## config.mk

```make
export PLATFORM = sky130hd
export DESIGN_NAME = vec_remap
export DESIGN_NICKNAME = d
export VERILOG_FILES = /design/src/rtl/vec_remap.sv
export SDC_FILE = /design/constraint.sdc
export NUM_CORES = 1
export LEC_CHECK = 0
export BUFFER_PORTS_ARGS = -buffer_cell sky130_fd_sc_hd__buf_2
export CORE_AREA = 2 2 63 65
export CTS_BUF_LIST = sky130_fd_sc_hd__clkbuf_8 sky130_fd_sc_hd__clkbuf_16
export CTS_CLUSTER_SIZE = 25
export DETAILED_ROUTE_END_ITERATION = 8
export DIE_AREA = 0 0 65 67
export PLACE_DENSITY = 0.8
export SLEW_MARGIN = 10
export SYNTH_ARGS = -nofsm -noshare
export SYNTH_HDL_FRONTEND = slang
export SYNTH_SLANG_ARGS = --single-unit
export TNS_END_PERCENT = 1
```

## constraint.sdc

```tcl
create_clock -name clk -period 3.1 [get_ports clk]
set_input_delay 0.31 -clock clk [delete_from_list [all_inputs] [get_ports clk]]
set_output_delay 0.31 -clock clk [all_outputs]
set_load 0.02 [all_outputs]
```

## src/rtl/vec_remap.sv

```systemverilog
module vec_remap #(
  parameter logic [31:0] SRAM_BASE  = 32'h2000_0000,
  parameter logic [31:0] BOOT_BASE  = 32'h1000_0000,
  parameter logic [31:0] CFG_ADDR   = 32'h4000_0000,
  parameter logic [31:0] SYS_ADDR   = 32'h4000_0004,
  parameter int          VEC_BYTES  = 192,
  parameter int          BOOT_BYTES = 8,
  parameter int          VIR_BIT    = 0,
  parameter int          REL_BIT    = 27
) (
  input  logic        clk,
  input  logic        rst_n,
  input  logic [31:0] cpu_addr,
  output logic [31:0] phys_addr,
  input  logic        reg_we,
  input  logic [31:0] reg_addr,
  input  logic [31:0] reg_wdata,
  output logic [31:0] reg_rdata
);
  localparam logic [31:0] VEC_LIM  = 32'(VEC_BYTES);
  localparam logic [31:0] BOOT_LIM = 32'(BOOT_BYTES);

  logic vec_in_sram;
  logic boot_rel;

  always_ff @(posedge clk or negedge rst_n) begin
    if (!rst_n) begin
      vec_in_sram <= 1'b0;
      boot_rel    <= 1'b0;
    end else if (reg_we) begin
      if (reg_addr == CFG_ADDR) vec_in_sram <= reg_wdata[VIR_BIT];
      if (reg_addr == SYS_ADDR) boot_rel    <= reg_wdata[REL_BIT];
    end
  end

  wire in_vec  = cpu_addr < VEC_LIM;
  wire in_boot = cpu_addr < BOOT_LIM;

  assign phys_addr = (in_boot && !boot_rel) ? BOOT_BASE + cpu_addr :
                     (in_vec && vec_in_sram) ? SRAM_BASE + cpu_addr :
                     cpu_addr;

  assign reg_rdata = (reg_addr == CFG_ADDR) ? (32'(vec_in_sram) << VIR_BIT) :
                     (reg_addr == SYS_ADDR) ? (32'(boot_rel) << REL_BIT) :
                     32'h0;
endmodule

```

## Word level (Yosys, flattened, before mapping)

Index checks and enable logic that the tools add are counted.

| word-level totals | value |
|---|---|
| output and inout port bits | 64 |
| bits in registers | 2 |
| bits of input ports | 99 |
| word-level logic and storage cells | 17 |

| cells by class | value |
|---|---|
| magnitude comparators | 2 |
| muxes and demuxes | 4 |
| add/sub/neg operators | 2 |
| reduce and logical (&&, ||, !) cells | 5 |
| equality and inequality tests | 2 |

Operator list:

| operator | number |
|---|---|
| $eq 32x31->1 const B | 2 |
| $mux 32 | 2 |
| $mux 28 | 2 |
| $add 29x32->32 const A | 1 |
| $add 30x32->32 const A | 1 |
| $lt 32x4->1 const B | 1 |
| $lt 32x8->1 const B | 1 |
| $reduce_and 2->1 | 2 |
| $logic_and 1x1->1 | 2 |
| $logic_not 1->1 | 1 |

## Logic depth before layout (Yosys ltp)

Gate-level depths: netlist of the first run.

| depth | value |
|---|---|
| depth in word-level cells | 4 |
| depth in mapped cells | 7 |
| gate-level depth less buffers | 7 |

## Worst setup path before layout of the first run

Ideal clock, no wire load.

| timing path | value |
|---|---|
| path type | input to output |
| start point | input cpu_addr[28] |
| end point | output phys_addr[31] |
| buffers on the path | 0 |
| data required time | 2790 ps |
| setup slack | 1154 ps |
| arrival | 1636 ps |
| cell stages on the path | 7 |
| cells stage by stage | inv_1 ha_1 and4bb_1 nand4_1 a2bb2oi_2 a21boi_1 a221oi_2 |

| between the ends | value |
|---|---|
| cells in the longest elaborated chain, start to end | 4 |
| elaborated cells between the ends (all ways) | 8 |
| classes of those cells | 2 x add/sub; 2 x order compare; 2 x mux; 2 x reduce/logical |

Ends and longest elaborated chain:

| what | RTL line | text |
|---|---|---|
| start: declaration | 13 | `input logic [31:0] cpu_addr,` |
| $lt 32x8->1 | 36 | `wire in_vec = cpu_addr < VEC_LIM;` |
| $logic_and 1x1->1 | 40 | `(in_vec && vec_in_sram) ? SRAM_BASE + cpu_addr :` |
| $mux 32 | 40 |  |
| $mux 32 (*) | 39 | `assign phys_addr = (in_boot && !boot_rel) ? BOOT_BASE + cpu_addr :` |
| end: declaration | 14 | `output logic [31:0] phys_addr,` |

Every way passes the cells marked *; elsewhere a longest branch is shown, timed or not.

## Worst setup path in the final report of the first run

| timing path | value |
|---|---|
| start point | input cpu_addr[28] |
| end point | output phys_addr[29] |

Same word-level chain as after synthesis.

==> results of run 1 <==
-- sequential cells by signal, summed over array words and instances (netlist names) --
register	flops
boot_rel	1
vec_in_sram	1
-- power groups by stage --
stage,clock [mW],sequential (mW),combinational (mW)
floorplan,0,0.0266,0.135
global placement,0,0.0266,0.143
detailed placement,0,0.0266,0.144
finish,0.107,0.0263,0.145
global route,0.114,0.0263,0.157
CTS,0.111,0.0263,0.146
-- cell usage after synthesis (all sizes together), types with 2 or more instances --
cell type / number
mux2: 3
nand4: 3
buf: 58
ha: 4
nor2: 2
inv: 4
dfrtp: 2
nand3: 2
nor4: 12
nor4b: 3
xnor2: 2
-- area by class of cell --
type / instances / area [um^2] / share of cell area, %
inverters: 4 / 15.0 / 1.32
well taps: 48 / 60.1 / 5.27
flip-flops and latches: 2 / 50.0 / 4.40
multi-input cells: 74 / 482 / 42.3
clock buffers: 3 / 41.3 / 3.63
repair buffers: 97 / 490 / 43.1
-- kinds of logic after synthesis --
family	Yosys count	share of synthesized area, %
flip-flops	2	5.73
buffers and inverters	62	51.6
multiplexers	3	4.30
other	1	0.429
adder cells (fa/ha/maj)	4	5.73
XOR/XNOR	2	2.01
AO/OA/AOI/OAI	6	7.02
AND/OR/NAND/NOR	29	23.2
-- timing repair --
item | CTS | global route
setup buffers | 0 | 0
hold buffers | 1 | 0
endpoints found under the hold margin | 2 | 0
-- metal layers --
layer | wire length, um | track usage [%] | up-vias | part of all wire [%]
li1 | - | - | 439 | -
met1 | 690 | 7.33 | 367 | 33
met2 | 1090 | 20.0 | 86 | 51
met3 | 302 | 0.676 | 7 | 14
met4 | 40 | 4.52 | 0 | 1.9
met5 | 0 | 0 | - | 0
-- how the worst max path moves through the flow --
stage	cells past startpoint	endpoint	slack (ns)	from
after floorplan	7	phys_addr[31]	1.15	cpu_addr[28]
after global placement	7	phys_addr[29]	0.92	cpu_addr[28]
after detailed placement	9	phys_addr[31]	0.90	cpu_addr[28]
after CTS	9	phys_addr[31]	0.90	cpu_addr[28]
after global routing	7	phys_addr[29]	0.78	cpu_addr[28]
final	7	phys_addr[29]	0.92	cpu_addr[28]
-- stage by stage --
step,hold slack (ns),cell area [um^2],util (%)
2_1_floorplan,0.0144,982,-
3_3_place_gp,0.0969,1090,30.2
3_5_place_dp,0.0958,1090,30.2
4_1_cts,0.304,1140,31.6
5_1_grt,0.323,1140,31.6
6_report,0.306,1140,31.6
==> results.txt, run 1 <==
total I/O pin count -> 163
Buf+Inv Stages, Crit Path -> 3
Mapped Area -> 873 um^2
Setup CP Type -> input pin to primary output
DIE HEIGHT -> 67 um
fin crit share -> 70.5%
largest net degree at the start of global routing -> 5
average wire per standard cell -> 9.29 um
RSZ-0062 raised after global routing -> no
Cell variety after synth -> 27
Clock Latency Late Sink -> 0.22 ns
Gate Count Post-Synth -> 109
Crit-path slowest cell -> nor4b_1
Comb power frac -> 52.2%
Peak Freq -> 458 MHz
Yosys warnings -> 0
drt pass-1 iters -> 2
Bufs on Longest Clock Path -> 2
Worst IR Drop VDD -> 0.177 mV
synthesis-to-finish area growth -> 30.4%
most frequent cells in the layout -> 96 x buf_2, 30 x conb_1, 10 x nor4_1, 4 x inv_1, 4 x ha_1
relative slew slack -> 67.0%
vias in the first global route -> 768
Root Driver -> clkbuf_8
cell mode on critical path -> buf_2
crit path capture type -> primary output
Fillers -> 385
leading register cell type out of synthesis -> dfrtp_1
RR Endpoint -> vec_in_sram
vias per cell -> 3.94
Reg2Reg Depth -> 1
Setup TNS Final -> 0 ns
post-place setup slack -> 0.902 ns
register-to-register setup slack -> 2.28 ns
post_cts resized -> 0
Die W -> 65 um
total power -> 0.278 mW
Req. time, crit path -> 2.79 ns
post-synth top area share -> 49.9%
crit-path cells -> buf_2, inv_1, ha_1, nor4b_1, and2_4, mux2_4, buf_2
H-tree depth -> 1
first-pass GRT wire length -> 2940 um
Yosys reg bits -> 2
via count -> 899
initial antenna violation count -> 0
layout cells sized above 1 -> 58.9%
Ant. Diodes -> 0
Clock power frac -> 38.4%
Cell Rows -> 22
Nets -> 285
WHS Endpoint -> boot_rel
remaining antenna violation count -> 0
Core Region -> 3610 um^2
Post-synth EDFFs -> 0
pwr dens -> 245 nW/um^2
Pins Over Slew Limit -> 0
Reg clk slew, reported paths -> 0.03 ns
post-DP HPWL -> 1950 um
Hold Path Cell Cnt -> 2
setup violators final -> 0
port bufs -> 96
total track usage -> 8.85%
Largest delay share family, worst path -> simple AND/OR/NAND/NOR gates
GP Congestion -> 0.712
CTS tree -> built
Worst setup SP type -> input pin
Max Cap Viol -> 0
clock sink count -> 2
reg2reg start -> vec_in_sram
type of the worst min-delay path -> input pin to flop
TritonCTS Buffers -> 3
Internal -> 0.162 mW
Pleak -> 0.657 nW
Seq pwr share -> 9.5%
Async SR Flop Fraction -> 100%
crit path max fanout -> 4
post-synthesis sequential area ratio -> 5.73%
Net Sw Power -> 0.116 mW
Die ar. -> 4360 um^2
CP peak stage delay -> 0.42 ns
Critical Path AT -> 1.87 ns
Post-Layout Cell Count -> 228
1st-iter DRT viols -> 8
drt total wl -> 2120 um
Yosys top cell by area -> buf_4
top post-synthesis cells by area -> buf_4 50%, nor4_1 7.2%, dfrtp_1 5.7%
Final min period -> 2.18 ns
commonest non-fill, non-tap cell in the layout -> buf_2
final clock skew -> 0 ns
gr ovfl total -> 0
worst-margin pin slew -> 0.488 ns
outcome -> complete, no violations
Starting Density -> 24.2%
Final Hold Vio Count -> 0
Hold Path Origin -> reg_wdata[27]
syn avg cell area -> 8.01 um^2
Net Sw Frac -> 41.7%
min setup slack post-route -> 0.916 ns
cell count after placement -> 224
DRC violations left -> 0
(Power assumes the default switching activity.)
==> run 2: changes to the inputs <==
ABC_AREA = 1   (was unset)
CORE_AREA = 2 2 64 66   (was 2 2 63 65)
DIE_AREA = 0 0 66 68   (was 0 0 65 67)
PLACE_DENSITY = 0.85   (was 0.8)
clock period = 2.3 ns   (was 3.1 ns; I/O delays follow)
==> run 2 against run 1 <==
  * Clock power increased by 28%
  * Critical path type unchanged
  * First-iteration DRC count increased to 3.6 times the previous value
  * Critical path depth increased by 6
  * Worst setup slack got worse by 0.43 ns
  * Largest power group unchanged
  * Worst hold slack got worse by 0.050 ns
  * Largest cell class is now multi-input combinational cells
==> results.txt, run 2 <==
average wire per standard cell -> 8.07 um (was 9.29 um)
pwr dens -> 282 nW/um^2 (was 245 nW/um^2)
met3 Use GR -> 0.987% (was 0.676%)
crit path capture type -> primary output (unchanged)
grt met2 use -> 22.2% (was 20.0%)
synthesis-to-finish area growth -> 23.7% (was 30.4%)
gr ovfl total -> 0 (unchanged)
most frequent cell after synthesis -> buf_4 (unchanged)
outcome -> complete, no violations (unchanged)
mux cell area share after synthesis -> 0% (was 4.30%)
multi-input logic area -> 692 um^2 (was 482 um^2)
Yosys warnings -> 0 (unchanged)
most frequent cells in the layout -> 96 x buf_2, 30 x nor2_1, 30 x conb_1, 29 x nand2_1, 13 x inv_1 (was 96 x buf_2, 30 x conb_1, 10 x nor4_1, 4 x inv_1, 4 x ha_1)
Worst IR Drop VDD -> 0.233 mV (was 0.177 mV)
FF+latch area -> 50.0 um^2 (unchanged)
Mapped Area -> 1130 um^2 (was 873 um^2)
cell count after placement -> 302 (was 224)
total track usage -> 10.1% (was 8.85%)
register-to-register setup slack -> 1.64 ns (was 2.28 ns)
Yosys reg bits -> 2 (unchanged)
Core Util, Final -> 36.2% (was 31.6%)
Nets -> 361 (was 285)
GRT met1 Usage -> 9.50% (was 7.33%)
Ant. Diodes -> 0 (unchanged)
initial antenna violation count -> 0 (unchanged)
layout cells sized above 1 -> 45.3% (was 58.9%)
remaining antenna violation count -> 0 (unchanged)
via count -> 1217 (was 899)
Final min period -> 1.82 ns
post_cts resized -> 0 (unchanged)
Bufs on Longest Clock Path -> 2 (unchanged)
crit path max fanout -> 5 (was 4)
post-synth top area share -> 38.5% (was 49.9%)
Cell variety after synth -> 27 (unchanged)
Reg2Reg Depth -> 2 (was 1)
post-DP HPWL -> 2270 um (was 1950 um)
Max Cap Viol -> 0 (unchanged)
type of the worst min-delay path -> input pin to flop (unchanged)
Pins Over Slew Limit -> 0 (unchanged)
Root Driver -> clkbuf_8 (unchanged)
clock sink count -> 2 (unchanged)
largest family of logic cells by synthesized area -> buffers and inverters (unchanged)
Post-synth EDFFs -> 0 (unchanged)
top flop regs -> boot_rel x1, vec_in_sram x1 (unchanged)
Die W -> 66 um (was 65 um)
XOR/XNOR Fraction of Synth Area -> 2.33% (was 2.01%)
1st-iter DRT viols -> 29 (was 8)
TritonCTS Buffers -> 3 (unchanged)
Cell Rows -> 23 (was 22)
Synth Area in Compound Gates -> 2.77% (was 7.02%)
vias per cell -> 3.98 (was 3.94)
total I/O pin count -> 163 (unchanged)
fin crit share -> 78.9%
commonest non-fill, non-tap cell in the layout -> buf_2 (unchanged)
Starting Density -> 29.3% (was 24.2%)
final clock skew -> 0 ns (unchanged)
Post-Layout Cell Count -> 306 (was 228)
syn avg cell area -> 6.11 um^2 (was 8.01 um^2)
GP Congestion -> 0.719 (was 0.712)
Setup TNS Final -> 0 ns (unchanged)
Worst setup SP type -> input pin (unchanged)
leading register cell type out of synthesis -> dfrtp_1 (unchanged)
first-pass GRT wire length -> 3630 um (was 2940 um)
Adder-Cell Fraction of Synth Area -> 4.43% (was 5.73%)
Clock Latency Late Sink -> 0.21 ns (was 0.22 ns)
RR Endpoint -> boot_rel (was vec_in_sram)
post-synthesis sequential area ratio -> 4.43% (was 5.73%)
Core Region -> 3860 um^2 (was 3610 um^2)
DRC violations left -> 0 (unchanged)
Die ar. -> 4490 um^2 (was 4360 um^2)
post-place instance area -> 1350 um^2 (was 1090 um^2)
CTS tree -> built (unchanged)
Pleak -> 0.802 nW (was 0.657 nW)
Final Hold Vio Count -> 0 (unchanged)
top post-synthesis cells by area -> buf_4 39%, nor2_1 10%, nand2_1 9.6% (was buf_4 50%, nor4_1 7.2%, dfrtp_1 5.7%)
share of synthesized cell area in and, or, nand and nor gates -> 41.7% (was 23.2%)
Yosys top cell by area -> buf_4 (unchanged)
worst hold slack -> 0.256 ns (was 0.306 ns)
reg2reg start -> boot_rel (was vec_in_sram)
Req. time, crit path -> 2.07 ns (was 2.79 ns)
drt total wl -> 2470 um (was 2120 um)
GR peak layer -> met2 (unchanged)
Setup CP Type -> input pin to primary output (unchanged)
Worst Setup SP -> cpu_addr[28] (unchanged)
Critical Path AT -> 1.59 ns (was 1.87 ns)
Fillers -> 419 (was 385)
largest net degree at the start of global routing -> 6 (was 5)
Peak Freq -> 551 MHz
RSZ-0062 raised after global routing -> no (unchanged)
vias in the first global route -> 973 (was 768)
Worst Setup EP -> phys_addr[30] (was phys_addr[29])
setup violators final -> 0 (unchanged)
Final Instance Area -> 1400 um^2 (was 1140 um^2)
Reg clk slew, reported paths -> 0.03 ns (about the same)
Gate Count Post-Synth -> 185 (was 109)
port bufs -> 96 (unchanged)
synth cell count leaders -> 58 x buf_4, 30 x nor2_1, 29 x nand2_1, 13 x inv_1, 12 x nand3_1 (was 58 x buf_4, 10 x nor4_1, 4 x ha_1, 4 x inv_1)
DIE HEIGHT -> 68 um (was 67 um)
H-tree depth -> 1 (unchanged)
drt pass-1 iters -> 4 (was 2)
Async SR Flop Fraction -> 100% (unchanged)
==> run 2: cell count changes in the layout (fill, tap and decap cells not counted), moves of 3 or more <==
cell	change
nor4b_1	-3
nand2_1	+28
nor2_1	+28
inv_1	+9
nor3_1	+4
nor4_1	-9
nand2_2	+4
nor2_2	+3
nand3_1	+10
==> run 2: layout make-up <==
cell class | count | area share, %
tap | 50 | 4.48
timing repair buffer | 97 | 35.1
inverter | 16 | 4.39
multi-input combinational | 138 | 49.5
sequential | 2 | 3.58
clock buffer | 3 | 2.95
==> run 2: through the flow <==
stage / setup WS [ns] / total power [mW]
3_5_place_dp: 0.477 / 0.256
2_1_floorplan: 0.687 / 0.239
4_1_cts: 0.477 / 0.397
5_1_grt: 0.321 / 0.427
6_report: 0.485 / 0.394
3_3_place_gp: 0.507 / 0.253
==> run 2: worst min path at each step <==
| stage | startpoint | cells past startpoint | to | slack, ns |
|---|---|---|---|---|
| 2_1_floorplan | rst_n | 0 | boot_rel | -0.07 |
| 3_3_place_gp | rst_n | 1 | vec_in_sram | 0.02 |
| 3_5_place_dp | rst_n | 1 | vec_in_sram | 0.02 |
| 4_1_cts | reg_wdata[27] | 3 | boot_rel | 0.26 |
| 5_1_grt | reg_wdata[0] | 3 | vec_in_sram | 0.27 |
| 6_report | reg_wdata[27] | 3 | boot_rel | 0.26 |
==> run 2: power breakdown <==
part | switching (mW) | total, mW | leakage, nW | internal [mW]
combinational | 0.143 | 0.221 | 0.752 | 0.0782
sequential | 0.000000000451 | 0.0355 | 0.0280 | 0.0355
clock | 0.0265 | 0.137 | 0.0216 | 0.111
total | 0.169 | 0.394 | 0.802 | 0.224
==> run 2: kinds of logic (layout without fill, tap and decap cells) <==
| logic type | count (synthesis) | in the layout |
|---|---|---|
| other | 1 | 30 |
| XOR/XNOR | 3 | 3 |
| adder cells (fa/ha/maj) | 4 | 4 |
| AO/OA/AOI/OAI | 4 | 4 |
| buffers and inverters | 74 | 116 |
| AND/OR/NAND/NOR | 97 | 97 |
| flip-flops | 2 | 2 |
==> run 2: layer usage <==
layer  wire, um  share of wire, %
met1        876                35
met2       1340                54
met3        246                10
met4          7              0.28
met5          0                 0
==> run 2: repair_timing <==
| action | 4_1_cts | 5_1_grt |
|---|---|---|
| hold buffers | 1 | 0 |
| endpoints found under the hold margin | 2 | 0 |
| buffers inserted | 0 | 0 |
==> run 2: critical path: stages <==
cell and delay [ns]:
buf_2 0.10, inv_1 0.14, ha_1 0.19, inv_1 0.07
nor2_4 0.19, nand2_2 0.08, nor2_1 0.11, nand2_1 0.07
nand3_2 0.09, nand2_1 0.06, nand3_1 0.07, nand2_1 0.04
buf_2 0.15
==> run 3: changes to the inputs <==
clock period = 1.8 ns   (was 2.3 ns; I/O delays follow)
==> run 3 against run 2 <==
  * Wire length rose by 1.4%
  * Critical endpoint is now phys_addr[29]
  * Count of clock-buffer cells in the layout did not move
  * Critical path type unchanged
  * Via count rose by 0.74%
  * Non-clock buffer count did not move
  * Critical path depth did not move
  * Total power rose by 29%
  * Global-route usage rose by 0.21 points
==> results.txt, run 3 (synthesis results as in run 2) <==
Core Region -> 3860 um^2 (unchanged)
setup bufs post-CTS -> 0 (unchanged)
drt pass-1 iters -> 4 (unchanged)
Post-Layout Cell Count -> 306 (unchanged)
Die W -> 66 um (unchanged)
final clock skew -> 0 ns (unchanged)
met3 WL -> 290 um (was 246 um)
crit path max fanout -> 5 (unchanged)
min setup slack post-route -> 0.173 ns (was 0.485 ns)
layout cells sized above 1 -> 45.7% (was 45.3%)
CP peak stage delay -> 0.17 ns (was 0.19 ns)
Final min period -> 1.63 ns
multi-input logic area -> 692 um^2 (unchanged)
Worst setup SP type -> input pin (unchanged)
Setup CP Type -> input pin to primary output (unchanged)
clock sink count -> 2 (unchanged)
top flop regs -> boot_rel x1, vec_in_sram x1 (unchanged)
Req. time, crit path -> 1.62 ns (was 2.07 ns)
Hold Path Origin -> reg_wdata[27] (unchanged)
post-place instance area -> 1350 um^2 (unchanged)
crit-path cells -> buf_2, inv_1, ha_1, inv_1, nor2_4, nand2_2, nor2_1, nand2_1, nand3_2, nand2_1, nand3_1, nand2_1, buf_2 (unchanged)
Net Sw Frac -> 43.4% (was 43.0%)
fin crit share -> 90.4%
1st-iter DRT viols -> 13 (was 29)
register-to-register setup slack -> 1.14 ns (was 1.64 ns)
CTS tree -> built (unchanged)
Crit-path slowest cell -> nor2_4 (was ha_1)
Comb power frac -> 55.9% (was 56.2%)
vias per cell -> 4.01 (was 3.98)
cell count after placement -> 302 (unchanged)
Starting Density -> 29.3% (unchanged)
via count -> 1226 (was 1217)
reg2reg start -> boot_rel (unchanged)
Seq pwr share -> 8.9% (was 9.0%)
commonest non-fill, non-tap cell in the layout -> buf_2 (unchanged)
post-DP HPWL -> 2250 um (was 2270 um)
crit path capture type -> primary output (unchanged)
GP Congestion -> 0.719 (about the same)
FF+latch area -> 50.0 um^2 (unchanged)
H-tree depth -> 1 (unchanged)
port bufs -> 96 (unchanged)
Peak Freq -> 615 MHz
DRC violations left -> 0 (unchanged)
Buf+Inv Stages, Crit Path -> 4 (unchanged)
Clock Latency Late Sink -> 0.21 ns (about the same)
Largest delay share family, worst path -> simple AND/OR/NAND/NOR gates (unchanged)
drt total wl -> 2500 um (was 2470 um)
Bufs on Longest Clock Path -> 2 (unchanged)
metal2 WL -> 1350 um (was 1340 um)
Reg clk slew, reported paths -> 0.03 ns (about the same)
Critical Path AT -> 1.45 ns (was 1.59 ns)
post-place setup slack -> 0.0921 ns (was 0.477 ns)
Final Hold Vio Count -> 0 (unchanged)
Fillers -> 421 (was 419)
Pleak -> 0.801 nW (was 0.802 nW)
initial antenna violation count -> 0 (unchanged)
total track usage -> 10.3% (was 10.1%)
Reg2Reg Depth -> 2 (unchanged)
gr ovfl total -> 0 (unchanged)
Worst IR Drop VDD -> 0.321 mV (was 0.233 mV)
Die ar. -> 4490 um^2 (unchanged)
synthesis-to-finish area growth -> 23.7% (unchanged)
Setup TNS Final -> 0 ns (unchanged)
Ant. Diodes -> 0 (unchanged)
Max Used Layer -> met4 (unchanged)
Final Instance Area -> 1400 um^2 (unchanged)
Pins Over Slew Limit -> 0 (unchanged)
vias in the first global route -> 980 (was 973)
Internal -> 0.287 mW (was 0.224 mW)
largest net degree at the start of global routing -> 6 (unchanged)
total power -> 0.507 mW (was 0.394 mW)
first-pass GRT wire length -> 3640 um (was 3630 um)
cell mode on critical path -> nand2_1 (unchanged)
Worst Setup EP -> phys_addr[29] (was phys_addr[30])
remaining antenna violation count -> 0 (unchanged)
Cell Rows -> 23 (unchanged)
pwr dens -> 362 nW/um^2 (was 282 nW/um^2)
Net Sw Power -> 0.220 mW (was 0.169 mW)
outcome -> complete, no violations (unchanged)
Nets -> 361 (unchanged)
Core Util, Final -> 36.2% (unchanged)
DIE HEIGHT -> 68 um (unchanged)
stages on the worst setup path -> 13 (unchanged)
RSZ-0062 raised after global routing -> no (unchanged)
total I/O pin count -> 163 (unchanged)
Max Cap Viol -> 0 (unchanged)
DRT met1 WL -> 860 um (was 876 um)
Clock power frac -> 35.2% (was 34.8%)
TritonCTS Buffers -> 3 (unchanged)
RR Endpoint -> boot_rel (unchanged)
type of the worst min-delay path -> input pin to flop (unchanged)
Root Driver -> clkbuf_8 (unchanged)
average wire per standard cell -> 8.18 um (was 8.07 um)
most frequent cells in the layout -> 96 x buf_2, 30 x nor2_1, 30 x conb_1, 29 x nand2_1 (was 96 x buf_2, 30 x nor2_1, 30 x conb_1, 29 x nand2_1, 13 x inv_1)
setup violators final -> 0 (unchanged)
worst hold slack -> 0.202 ns (was 0.256 ns)
Worst Setup SP -> cpu_addr[29] (was cpu_addr[28])
run 3: cell counts in the layout (fill, tap and decap cells not counted):
Identical to the previous run, type by type.
run 3: final cells by class:
type | instances | area share, %
tap | 50 | 4.48
inverter | 16 | 4.39
sequential | 2 | 3.58
multi-input combinational | 138 | 49.5
clock buffer | 3 | 2.95
timing repair buffer | 97 | 35.1
run 3: how the worst min path moves through the flow:
| stage | slack, ns | cells after the start | end |
|---|---|---|---|
| floorplan | -0.12 | 0 | boot_rel |
| global placement | -0.03 | 1 | vec_in_sram |
| detailed placement | -0.03 | 1 | vec_in_sram |
| CTS | 0.20 | 3 | boot_rel |
| global route | 0.22 | 3 | boot_rel |
| finish | 0.20 | 3 | boot_rel |
run 3: what timing repair did:
item                                   4_1_cts  5_1_grt
endpoints found under the hold margin        2        0
setup endpoints to repair                    0        3
hold buffers                                 1        0
resized for setup                            0        1
run 3: power by group through the flow:
| stage | Clock, mW | Sequential (mW) | Combinational, mW |
|---|---|---|---|
| floorplan | 0 | 0.0458 | 0.260 |
| global placement | 0 | 0.0458 | 0.277 |
| detailed placement | 0 | 0.0458 | 0.281 |
| CTS | 0.182 | 0.0453 | 0.284 |
| global route | 0.187 | 0.0453 | 0.313 |
| finish | 0.178 | 0.0453 | 0.283 |
run 3: routing by layer:
metal / up-vias / track usage, %
li1: 635 / -
met1: 515 / 9.30
met2: 74 / 22.2
met3: 2 / 1.81
met4: 0 / 3.83
met5: - / 0
run 3: worst register-to-register path, delay by kind of cell (launching register included):
| kind | cells | cell delay [ns] |
|---|---|---|
| DFF | 1 | 0.41 |
| AOI/OAI and AO/OA | 1 | 0.05 |
| and+or+nand+nor | 1 | 0.08 |
